==> config.mk <==
export PLATFORM = sky130hd
export DESIGN_NAME = rtc_cmd_regs
export DESIGN_NICKNAME = d
export VERILOG_FILES = /design/src/rtl/rtc_cmd_regs.sv
export SDC_FILE = /design/constraint.sdc
export NUM_CORES = 1
export LEC_CHECK = 0
export ABC_CLOCK_PERIOD_IN_PS = 5800
export BUFFER_PORTS_ARGS = -buffer_cell sky130_fd_sc_hd__clkbuf_2
export CAP_MARGIN = 10
export CORE_MARGIN = 3
export CORE_UTILIZATION = 25
export DETAILED_ROUTE_END_ITERATION = 8
export MAX_ROUTING_LAYER = met4
export PLACE_DENSITY = 0.39
export SLEW_MARGIN = 25
export SYNTH_ARGS = -nofsm -noshare
export SYNTH_HDL_FRONTEND = slang
export SYNTH_SLANG_ARGS = --single-unit
==> constraint.sdc <==
create_clock -name clk -period 5.8 [get_ports clk]
set_clock_uncertainty 0.15 [all_clocks]
set_input_delay 0.58 -clock clk [delete_from_list [all_inputs] [get_ports clk]]
set_output_delay 0.58 -clock clk [all_outputs]
set_load 0.005 [all_outputs]
==> src/rtl/rtc_cmd_regs.sv <==
module rtc_cmd_regs #(
  parameter int DATE_BYTES = 7,
  parameter int TIME_BYTES = 3,
  localparam int IW = $clog2(DATE_BYTES + 2),
  localparam int AW = $clog2(DATE_BYTES),
  localparam int TIME_BASE = DATE_BYTES - TIME_BYTES
) (
  input  logic          clk,
  input  logic          rst_n,
  input  logic          sel,
  input  logic          bit_stb,
  input  logic          sdi,
  output logic          sdo,
  input  logic          ev_int1,
  input  logic          ev_int2,
  input  logic          ev_lowpwr,
  input  logic          ev_pwroff,
  output logic [AW-1:0] tk_addr,
  input  logic [7:0]    tk_rdata,
  output logic [7:0]    tk_wdata,
  output logic          tk_we,
  output logic          soft_rst,
  output logic          cfg_24h,
  output logic [3:0]    cfg_int1_mode,
  output logic          cfg_int2_en
);
  logic [2:0] bitcnt;
  logic in_data;
  logic [7:0] cmd, tx;
  logic [6:0] rx;
  logic [IW-1:0] bidx, len, base, aidx;
  logic [2:0] s1cfg;
  logic [3:0] flags;
  logic [7:0] s2, ir1, ir2, adj, frr, rd_byte;

  wire [7:0] byte_in   = {sdi, rx};
  wire       byte_done = sel && bit_stb && bitcnt == 3'd7;
  wire [7:0] cur_cmd   = in_data ? cmd : byte_in;
  wire       valid     = cur_cmd[7:4] == 4'h6;
  wire [2:0] pair      = cur_cmd[3:1];
  wire       is_wr     = valid && (pair >= 3'd5 ? cur_cmd[0] : ~cur_cmd[0]);
  wire [IW-1:0] lidx   = in_data ? bidx + 1'b1 : '0;
  wire       in_rng    = aidx < len;
  wire       clr_flags = byte_done && valid && !is_wr && pair == 3'd0 && in_rng;
  wire       do_wr     = byte_done && in_data && is_wr && in_rng;

  assign aidx          = is_wr ? bidx : lidx;
  assign tk_addr       = AW'(base + aidx);
  assign tk_wdata      = byte_in;
  assign tk_we         = do_wr && (pair == 3'd2 || pair == 3'd3);
  assign soft_rst      = do_wr && pair == 3'd0 && byte_in[0];
  assign sdo           = tx[0];
  assign cfg_24h       = s1cfg[0];
  assign cfg_int1_mode = s2[3:0];
  assign cfg_int2_en   = s2[6];

  always_comb begin
    len  = IW'(1);
    base = '0;
    if (pair == 3'd2) len = IW'(DATE_BYTES);
    if (pair == 3'd3) begin
      len  = IW'(TIME_BYTES);
      base = IW'(TIME_BASE);
    end
    case (pair)
      3'd0:    rd_byte = {flags, s1cfg, 1'b0};
      3'd1:    rd_byte = s2;
      3'd2,
      3'd3:    rd_byte = tk_rdata;
      3'd4:    rd_byte = ir1;
      3'd5:    rd_byte = ir2;
      3'd6:    rd_byte = adj;
      default: rd_byte = frr;
    endcase
    if (!valid || is_wr || !in_rng) rd_byte = 8'h00;
  end

  always_ff @(posedge clk or negedge rst_n) begin
    if (!rst_n) begin
      bitcnt <= '0; in_data <= 1'b0; bidx <= '0;
      cmd <= '0; rx <= '0; tx <= '0;
    end else if (!sel) begin
      bitcnt <= '0; in_data <= 1'b0; bidx <= '0; tx <= '0;
    end else if (bit_stb) begin
      bitcnt <= bitcnt + 3'd1;
      rx     <= byte_in[7:1];
      if (bitcnt == 3'd7) begin
        if (!in_data) begin
          cmd <= byte_in; in_data <= 1'b1; bidx <= '0;
        end else if (bidx < len) begin
          bidx <= bidx + 1'b1;
        end
        tx <= rd_byte;
      end else begin
        tx <= tx >> 1;
      end
    end
  end

  always_ff @(posedge clk or negedge rst_n) begin
    if (!rst_n) begin
      s1cfg <= '0; flags <= 4'b1000;
      s2 <= '0; ir1 <= '0; ir2 <= '0; adj <= '0; frr <= '0;
    end else if (ev_pwroff) begin
      s1cfg <= '0; flags <= 4'b1000;
      s2 <= '0; ir1 <= '0; ir2 <= '0; adj <= '0; frr <= '0;
    end else if (soft_rst) begin
      s1cfg <= '0; flags <= '0;
      s2 <= '0; ir1 <= '0; ir2 <= '0; adj <= '0; frr <= '0;
    end else begin
      flags <= (clr_flags ? 4'b0000 : flags) | {1'b0, ev_lowpwr, ev_int2, ev_int1};
      if (do_wr) begin
        case (pair)
          3'd0:    s1cfg <= byte_in[3:1];
          3'd1:    s2    <= byte_in;
          3'd4:    ir1   <= byte_in;
          3'd5:    ir2   <= byte_in;
          3'd6:    adj   <= byte_in;
          3'd7:    frr   <= byte_in;
          default: ;
        endcase
      end
    end
  end
endmodule

==> results of run 1 <==
[sequential cells by signal (all words and copies together) (netlist names)]
| signal | flops |
|---|---|
| s2 | 8 |
| ir1 | 8 |
| flags | 4 |
| frr | 8 |
| ir2 | 8 |
| rx | 7 |
| bitcnt | 3 |
| cmd | 8 |
| tx | 8 |
| in_data | 1 |
| adj | 8 |
| s1cfg | 3 |
| bidx | 4 |
[cell usage after synthesis, types with 2 or more instances]
library cell and number:
nand4_1 3, a21boi_0 2, ha_1 7, buf_2 7
nand4b_1 2, a21oi_1 14, a21o_1 5, nand2b_1 3
dfrtp_1 77, a211o_1 2, a211oi_1 3, o2bb2ai_1 2
a311oi_1 2, nor2_1 64, o21ai_0 21, buf_1 2
a222oi_1 2, nand3_1 9, buf_4 6, a2bb2oi_1 2
o31ai_1 6, clkbuf_1 16, and4bb_2 2, a22o_1 4
a22oi_1 3, mux2i_4 2, and4_1 2, nand3b_1 12
nor2b_1 9, mux2i_1 46, o22ai_1 3, a221oi_1 4
mux2_2 17, inv_1 9, nor4_1 4, nand2_1 34
nor3_1 7
[power groups by stage]
stage	registers (mW)	logic [mW]	clock network (mW)
floorplan	0.597	0.353	0
global placement	0.668	0.492	0
detailed placement	0.669	0.492	0
CTS	0.658	0.494	0.631
global route	0.665	0.539	0.649
finish	0.657	0.489	0.611
[layer usage]
metal,vias to the layer above,wire length [µm]
met5,-,0
met4,0,221
met3,17,394
met2,80,6180
met1,1692,6210
li1,1590,-
[through the flow]
step / util / hold WS [ns] / total power, mW / std cells / instance area (µm²)
final: 0.296 / 0.0895 / 1.76 / 679 / 4980
after global routing: 0.296 / 0.169 / 1.85 / 679 / 4980
after CTS: 0.296 / 0.179 / 1.78 / 679 / 4980
after detailed placement: 0.277 / 0.335 / 1.16 / 663 / 4670
after global placement: 0.277 / 0.330 / 1.16 / 663 / 4660
after floorplan: - / 0.134 / 0.951 / 437 / 4350
[final cells by class]
type,count,area (µm²),share of cell area
multi-input combinational,317,2190,0.441
clock buffer,10,229,0.0460
clock inverter,6,86.3,0.0173
inverter,9,33.8,0.00678
sequential,78,1950,0.392
timing repair buffer,39,209,0.0419
tap,220,275,0.0553
[critical path, stage by stage, from the launching register on]
cell and delay (ns):
dfrtp_1 0.58, nor2_1 0.39, o22ai_4 0.16, xnor2_2 0.50
nor2_1 0.19, o21ai_0 0.32, ha_1 0.30, a21o_1 0.19
a211o_1 0.34, or2_1 0.28, nor3_2 0.22, a31o_2 0.82
nor3_1 0.14
[worst min path at each step]
stage,startpoint,to,slack [ns],depth (start not counted)
floorplan,rst_n,adj[0]$_DFFE_PN0P_,0.13,0
global placement,cmd[5]$_DFFE_PN0P_,cmd[5]$_DFFE_PN0P_,0.33,1
detailed placement,cmd[7]$_DFFE_PN0P_,cmd[7]$_DFFE_PN0P_,0.33,1
CTS,rst_n,bidx[2]$_DFFE_PN0P_,0.18,1
global route,rst_n,bidx[2]$_DFFE_PN0P_,0.17,1
finish,rst_n,bidx[2]$_DFFE_PN0P_,0.09,1
[cells by family (layout without fill, tap and decap cells)]
family | Yosys count | count (layout) | synth area share
AO/OA/AOI/OAI | 82 | 82 | 0.130
XOR/XNOR | 4 | 4 | 0.0115
adder cells (fa/ha/maj) | 7 | 7 | 0.0202
buffers and inverters | 42 | 64 | 0.0455
flip-flops | 78 | 78 | 0.449
multiplexers | 65 | 65 | 0.160
AND/OR/NAND/NOR | 159 | 159 | 0.183
==> reports/summary.txt, run 1 <==
H-tree Lvls - 3
Worst Setup End Kind - register
RSZ-0062 raised after global routing - no
R2R cell count - 12
Total Wirelength - 13,000 µm
FF-to-FF setup slack - 1.03 ns
Vias per cell - 4.98
FP Rows - 47
GRT Util Overall - 0.148
Type of origin of the critical path - register
Slew margin rel. - 0.365
Remaining DRCs - 0
Setup slack at placement - 1.04 ns
Die width - 138 µm
Most frequent cells in the layout - dfrtp_1, nor2_1, mux2i_1
Met2 Use GR - 0.232
Clock slew at reported path FFs - 0.06 ns
IO Port Bufs - 36
Synth top area share - 0.443
Post-Syn Instances - 437
Cell variety after synth - 59
P_sw - 0.651 mW
Post-synth top area cell - dfrtp_1
Synthesized area per cell - 9.94 µm²
CP startpoint - rx[2]$_DFFE_PN0P_
FF+latch count, synth - 78
Final setup TNS - 0 ns
Fmax - 210 MHz
# diodes - 0
Top cells by area, synth - dfrtp_1, mux2i_1, nor2_1
Initial antenna violation count - 0
CP Capture Point - flags[0]$_DFF_PN0_
Number of flops mapped to enable cells by yosys - 0
Leakage power - 2.38 nW
Setup Fix Bufs, Post-CTS - 0
Post-cts resize count - 0
Comb power frac - 0.278
Total core area - 16,800 µm²
Worst reg2reg path startpoint - rx[2]$_DFFE_PN0P_
DRT Pass-1 Iters - 5
Longest Clk Path Bufs - 2
M3 GR Usage - 0.0226
Maximum vdd drop - 167 µV
Critical Path RT - 5.83 ns
CTS tree - done
DP Wirelength - 8810 µm
GR Util met1 - 0.197
Tcrit/Tclk final - 0.822
GPL Wtd Cong - 0.854
DR vias - 3,379
Most common cell after layout, fill and taps aside - dfrtp_1
Clock sinks - 78
Starting Density - 0.258
Global-route wire length before repair - 20,600 µm
Vias in the first global route - 3,380
Max-Cap Viols - 0
IO Pins - 37
Clk_lat worst skew - 0.34 ns
Worst-Margin Slew - 0.952 ns
YS warnings - 0
Layout area overhead - 14.6%
Status - finished clean
Clock power frac - 0.348
Setup Crit Path Kind - reg -> reg
Fill cells - 1,806
RR Endpoint - flags[0]$_DFF_PN0_
Layout cells sized above 1 - 0.185
CTS root buffer - clkbuf_16
Post-synth ARST share - 1.00
Final Hold Fails - 0
Die ar. - 19,000 µm²
WP data arrival - 4.80 ns
Number of CTS-inserted buffers - 9
Seq/Total Area, Yosys - 0.449
# setup viols final - 0
Final worst setup slack - 1.03 ns
Seq pwr share - 0.374
Largest net degree at the start of global routing - 79
Final min period - 4.77 ns
Sw frac - 0.371
Main synth FF type - dfrtp_1
Max Slew Vio Count - 0
Nets@finish - 478
Syn nets - 461
Mapped Area - 4350 µm²
Internal power - 1.11 mW
Pwr Density - 353 nW/µm²
CP Max Fanout - 43
Antenna viol nets, final - 0
CTS Hold Bufs - 0
Total grt overflow - 0
Die span in y - 138 µm
GRT Max-Usage Layer - met2
Initial DRC Count - 222
WL/cell - 19.2 µm
Class of the worst hold path - in -> async
(Power assumes the default switching activity.)
==> run 2, diff against run 1 <==
ABC_CLOCK_PERIOD_IN_PS = 4500   (was 5800)
clock period = 4.5 ns   (was 5.8 ns; I/O delays follow)
==> reports/summary.txt, run 2 (synthesized netlist as in run 1, its figures left out) <==
Status - finished with violations (was finished clean)
Failing checks - negative hold slack
Sw frac - 0.378 (was 0.371)
Initial antenna violation count - 0 (unchanged)
H-tree Lvls - 3 (unchanged)
Max Slew Vio Count - 0 (unchanged)
Die ar. - 19,000 µm² (unchanged)
Final min period - 4.03 ns
Setup Crit Path Kind - reg -> out (was reg -> reg)
Reg area - 1950 µm² (unchanged)
CTS root buffer - clkbuf_16 (unchanged)
DRT Pass-1 Iters - 4 (was 5)
WP data arrival - 3.43 ns (was 4.80 ns)
Die width - 138 µm (unchanged)
Initial DRC Count - 241 (was 222)
Global-route wire length before repair - 20,700 µm (was 20,600 µm)
Vias in the first global route - 3,523 (was 3,380)
Internal power - 1.43 mW (was 1.11 mW)
Comb power frac - 0.337 (was 0.278)
GRT Util Overall - 0.150 (was 0.148)
Tcrit/Tclk final - 0.896
Antenna viol nets, final - 0 (unchanged)
Area after DPL - 4780 µm² (was 4670 µm²)
Total Wirelength - 12,800 µm (was 13,000 µm)
FP Rows - 47 (unchanged)
Type of origin of the critical path - register (unchanged)
Clock slew at reported path FFs - 0.06 ns (about the same)
CTS tree - done (unchanged)
GPL Wtd Cong - 0.798 (was 0.854)
Maximum vdd drop - 197 µV (was 167 µV)
CP Max Fanout - 13 (was 43)
CTS Hold Bufs - 0 (unchanged)
CP max-delay cell - dfrtp_1 (was a31o_2)
Starting Density - 0.258 (unchanged)
Post-cts resize count - 0 (unchanged)
DR vias - 3,344 (was 3,379)
WL/cell - 18.4 µm (was 19.2 µm)
Die span in y - 138 µm (unchanged)
Worst Setup End Kind - primary output (was register)
Fill cells - 1,811 (was 1,806)
Vias per cell - 4.82 (was 4.98)
# diodes - 0 (unchanged)
P_sw - 0.869 mW (was 0.651 mW)
Setup Fix Bufs, Post-CTS - 0 (unchanged)
Largest stage delay, worst path - 0.72 ns (was 0.82 ns)
# setup viols final - 0 (unchanged)
Seq pwr share - 0.333 (was 0.374)
Multi-input gate area - 2190 µm² (unchanged)
Layout area overhead - 17.0% (was 14.6%)
Nets@finish - 493 (was 478)
Critical Path RT - 3.90 ns (was 5.83 ns)
Clk_lat worst skew - 0.35 ns (was 0.34 ns)
Post-layout util - 0.302 (was 0.296)
Slew margin rel. - 0.497 (was 0.365)
Pwr Density - 452 nW/µm² (was 353 nW/µm²)
Longest Clk Path Bufs - 2 (unchanged)
Critical path cell sequence - nand2b_4 > o22ai_4 > xnor2_2 > buf_4 > o21ai_0 > nand2b_1 > a22o_1 > ha_1 > nand4b_1 > a211o_1 > nor3_1 > and4_1 > clkbuf_2 (was nor2_1 > o22ai_4 > xnor2_2 > nor2_1 > o21ai_0 > ha_1 > a21o_1 > a211o_1 > or2_1 > nor3_2 > a31o_2 > nor3_1)
Worst-Margin Slew - 0.754 ns (was 0.952 ns)
Max-Cap Viols - 0 (unchanged)
Placed Cells - 678 (was 663)
Largest net degree at the start of global routing - 79 (unchanged)
Total grt overflow - 0 (unchanged)
Leakage power - 2.44 nW (was 2.38 nW)
IO Pins - 37 (unchanged)
Number of CTS-inserted buffers - 9 (unchanged)
Clock power frac - 0.330 (was 0.348)
IO Port Bufs - 36 (unchanged)
Most common cell after layout, fill and taps aside - dfrtp_1 (unchanged)
Final setup TNS - 0 ns (unchanged)
RSZ-0062 raised after global routing - no (unchanged)
Total core area - 16,800 µm² (unchanged)
Hold WS - -0.0155 ns (was 0.0895 ns)
Remaining DRCs - 0 (unchanged)
Most frequent cells in the layout - dfrtp_1, nor2_1, mux2i_1 (unchanged)
Final Hold Fails - 13 (was 0)
Final Instance Area - 5080 µm² (was 4980 µm²)
Class of the worst hold path - in -> async (unchanged)
Clock sinks - 78 (unchanged)
Finished Layout Cells - 694 (was 679)
Layout cells sized above 1 - 0.213 (was 0.185)
DP Wirelength - 8920 µm (was 8810 µm)
Fmax - 248 MHz
[run 2: changes by cell type in the layout (fill, tap and decap cells not counted), sizes merged]
cell      change
bufinv        -1
clkbuf        -1
clkinvlp      +2
inv           +2
clkinv        -2
buf          +15
[run 2: final timing paths]
path	endpoint	cells past startpoint	start	slack [ns]
worst max-delay path	tk_we	13	rx[3]$_DFFE_PN0P_	0.47
worst min-delay path	cmd[0]$_DFFE_PN0P_	1	rst_n	-0.02
worst max register to register	ir1[4]$_DFFE_PN0P_	15	rx[3]$_DFFE_PN0P_	0.47
worst min register to register	cmd[5]$_DFFE_PN0P_	1	cmd[5]$_DFFE_PN0P_	0.35
max in group asynchronous	cmd[3]$_DFFE_PN0P_	1	rst_n	3.68
min in group clk	s1cfg[0]$_DFFE_PN0P_	2	ev_pwroff	0.21
[run 2: cell type report]
class	count	share of cell area
tap	220	0.0541
sequential	78	0.384
inverter	9	0.00664
multi-input combinational	317	0.432
clock buffer	9	0.0443
timing repair buffer	54	0.0632
clock inverter	7	0.0160
[run 2: power groups by stage]
stage	registers, mW	clock network [mW]	logic, mW
final	0.764	0.758	0.775
after global routing	0.769	0.816	0.850
after CTS	0.764	0.783	0.789
after detailed placement	0.777	0	0.787
after global placement	0.777	0	0.784
after floorplan	0.769	0	0.456
[run 2: layer usage]
layer / global-route usage / part of all wire
met1: 0.203 / 0.49
met2: 0.227 / 0.47
met3: 0.0223 / 0.024
met4: 0.0549 / 0.018
met5: - / 0
[run 2: through the flow]
stage	total power [mW]	setup WS, ns
2_1_floorplan	1.23	0.835
3_3_place_gp	1.56	0.524
3_5_place_dp	1.56	0.472
4_1_cts	2.34	0.447
5_1_grt	2.43	0.133
6_report	2.30	0.469
[run 2: worst max-delay path: cells and delay by family (launching register included)]
family / cells / cell delay, ns
flip-flops: 1 / 0.72
XOR/XNOR: 1 / 0.09
adder cells (fa/ha/maj): 1 / 0.18
buffers and inverters: 2 / 0.31
AO/OA/AOI/OAI: 4 / 0.95
AND/OR/NAND/NOR: 5 / 0.83
==> run 3, diff against run 2 <==
PLACE_DENSITY = default   (was 0.39)
PLACE_DENSITY_LB_ADDON = 0.15   (was default)
REMOVE_ABC_BUFFERS = 1   (was default)
==> reports/summary.txt, run 3 (synthesized netlist as in run 1, its figures left out) <==
Clock sinks - 78 (unchanged)
CP Buf/Inv Count - 2 (unchanged)
Max-Cap Viols - 0 (unchanged)
FP Rows - 47 (unchanged)
Sw frac - 0.376 (was 0.378)
P_sw - 0.867 mW (was 0.869 mW)
Antenna viol nets, final - 0 (unchanged)
Final setup TNS - 0 ns (unchanged)
Failing checks - negative hold slack (unchanged)
Multi-input gate area - 2190 µm² (unchanged)
DP Wirelength - 8960 µm (was 8920 µm)
Status - finished with violations (unchanged)
CP max-delay cell - dfrtp_1 (unchanged)
Final Power - 2.30 mW (about the same)
IO Pins - 37 (unchanged)
Slew margin rel. - 0.497 (about the same)
Worst-Margin Slew - 0.755 ns (was 0.754 ns)
CTS tree - done (unchanged)
Total grt overflow - 0 (unchanged)
Number of CTS-inserted buffers - 9 (unchanged)
Vias per cell - 4.88 (was 4.82)
Die width - 138 µm (unchanged)
R2R cell count - 14 (was 15)
Post-cts resize count - 0 (unchanged)
Seq pwr share - 0.325 (was 0.333)
Initial antenna violation count - 0 (unchanged)
Post-layout util - 0.303 (was 0.302)
Hold WS - -0.0301 ns (was -0.0155 ns)
DRT Pass-1 Iters - 4 (unchanged)
# diodes - 0 (unchanged)
DR vias - 3,379 (was 3,344)
Global-route wire length before repair - 20,200 µm (was 20,700 µm)
Tcrit/Tclk final - 0.880 (was 0.896)
Worst Setup End Kind - register (was primary output)
Class of the worst hold path - in -> async (unchanged)
Vias in the first global route - 3,414 (was 3,523)
Cell family with most CP delay - compound AO/OA/AOI/OAI gates (unchanged)
GRT Util Overall - 0.148 (was 0.150)
Critical Path RT - 4.57 ns (was 3.90 ns)
Pwr Density - 452 nW/µm² (about the same)
Leakage power - 2.44 nW (about the same)
Nets@finish - 492 (was 493)
Most frequent cells in the layout - dfrtp_1, nor2_1, mux2i_1 (unchanged)
GPL Wtd Cong - 0.833 (was 0.798)
Fmax - 253 MHz (was 248 MHz)
CTS root buffer - clkbuf_16 (unchanged)
Reg area - 1950 µm² (unchanged)
Type of origin of the critical path - register (unchanged)
RSZ-0062 raised after global routing - no (unchanged)
WP data arrival - 4.03 ns (was 3.43 ns)
Finished Layout Cells - 693 (was 694)
Die span in y - 138 µm (unchanged)
Final min period - 3.96 ns (was 4.03 ns)
Total core area - 16,800 µm² (unchanged)
Fill cells - 1,811 (unchanged)
Longest Clk Path Bufs - 2 (unchanged)
Clk_lat worst skew - 0.35 ns (about the same)
Setup Fix Bufs, Post-CTS - 0 (unchanged)
Placed Cells - 677 (was 678)
Starting Density - 0.258 (unchanged)
Layout area overhead - 17.2% (was 17.0%)
Initial DRC Count - 298 (was 241)
Comb power frac - 0.343 (was 0.337)
Most common cell after layout, fill and taps aside - dfrtp_1 (unchanged)
H-tree Lvls - 3 (unchanged)
Largest net degree at the start of global routing - 79 (unchanged)
CTS Hold Bufs - 0 (unchanged)
Setup Crit Path Kind - reg -> reg (was reg -> out)
WL/cell - 18.6 µm (was 18.4 µm)
Maximum vdd drop - 162 µV (was 197 µV)
IO Port Bufs - 36 (unchanged)
Clock slew at reported path FFs - 0.06 ns (about the same)
Internal power - 1.44 mW (was 1.43 mW)
Stages on the worst setup path - 14 (was 13)
# setup viols final - 0 (unchanged)
Largest stage delay, worst path - 0.57 ns (was 0.72 ns)
Final Hold Fails - 16 (was 13)
Remaining DRCs - 0 (unchanged)
Max Slew Vio Count - 0 (unchanged)
Layout cells sized above 1 - 0.211 (was 0.213)
Die ar. - 19,000 µm² (unchanged)
Total Wirelength - 12,900 µm (was 12,800 µm)
Critical path cell sequence - mux2i_4 > xnor2_2 > buf_4 > o21ai_0 > nand2b_1 > a22o_1 > ha_1 > nand4b_1 > a211o_1 > or2_1 > nor3_2 > a31o_2 > buf_12 > nor3_1 (was nand2b_4 > o22ai_4 > xnor2_2 > buf_4 > o21ai_0 > nand2b_1 > a22o_1 > ha_1 > nand4b_1 > a211o_1 > nor3_1 > and4_1 > clkbuf_2)
Clock power frac - 0.332 (was 0.330)
CP Max Fanout - 29 (was 13)
## run 3: cell count changes in the layout (fill, tap and decap cells not counted)
cell	delta
buf_12	+1
buf_4	-2
clkbuf_8	+1
clkinv_2	+1
clkinvlp_4	-1
inv_6	-1
## run 3: power by group through the flow
stage | combinational, mW | clock (mW) | sequential, mW
after global placement | 0.805 | 0 | 0.761
final | 0.789 | 0.765 | 0.749
after floorplan | 0.393 | 0 | 0.804
after global routing | 0.866 | 0.817 | 0.751
after CTS | 0.801 | 0.786 | 0.749
after detailed placement | 0.797 | 0 | 0.762
## run 3: layout make-up
| class | instances | area share |
|---|---|---|
| timing repair buffer | 53 | 0.0641 |
| clock inverter | 6 | 0.0138 |
| sequential | 78 | 0.384 |
| inverter | 9 | 0.00663 |
| clock buffer | 10 | 0.0469 |
| tap | 220 | 0.0541 |
| multi-input combinational | 317 | 0.431 |
## run 3: stage by stage
stage | setup slack (ns) | hold slack [ns] | area [µm²]
3_3_place_gp | 0.617 | 0.332 | 4780
3_5_place_dp | 0.557 | 0.340 | 4780
5_1_grt | 0.284 | 0.0619 | 5090
2_1_floorplan | 0.101 | 0.00441 | 4180
6_report | 0.540 | -0.0301 | 5090
4_1_cts | 0.510 | 0.0284 | 5090
## run 3: worst paths after layout
path | slack, ns | startpoint | end
worst max-delay path | 0.54 | in_data$_DFFE_PN0P_ | flags[0]$_DFF_PN0_
worst max register to register | 0.54 | in_data$_DFFE_PN0P_ | flags[0]$_DFF_PN0_
worst min register to register | 0.35 | cmd[5]$_DFFE_PN0P_ | cmd[5]$_DFFE_PN0P_
max in group asynchronous | 3.68 | rst_n | cmd[7]$_DFFE_PN0P_
min in group clk | 0.21 | ev_pwroff | s1cfg[1]$_DFFE_PN0P_
worst min-delay path | -0.03 | rst_n | bidx[2]$_DFFE_PN0P_
## run 3: metal layers
metal / wire length (µm) / global-route usage / vias up / part of all wire
met5: 0 / - / - / 0
met4: 292 / 0.0571 / 0 / 0.023
met3: 450 / 0.0281 / 19 / 0.035
met2: 5810 / 0.218 / 65 / 0.45
met1: 6310 / 0.201 / 1676 / 0.49
li1: - / - / 1619 / -
## run 3: worst register-to-register path: cells and delay by family, from the launching register on
family	cells	cell delay (ns)
compound gates	4	1.14
flops	1	0.57
simple gates	5	0.87
mux	1	0.38
buf+inv	2	0.42
fa+ha+maj	1	0.18
xor+xnor	1	0.11
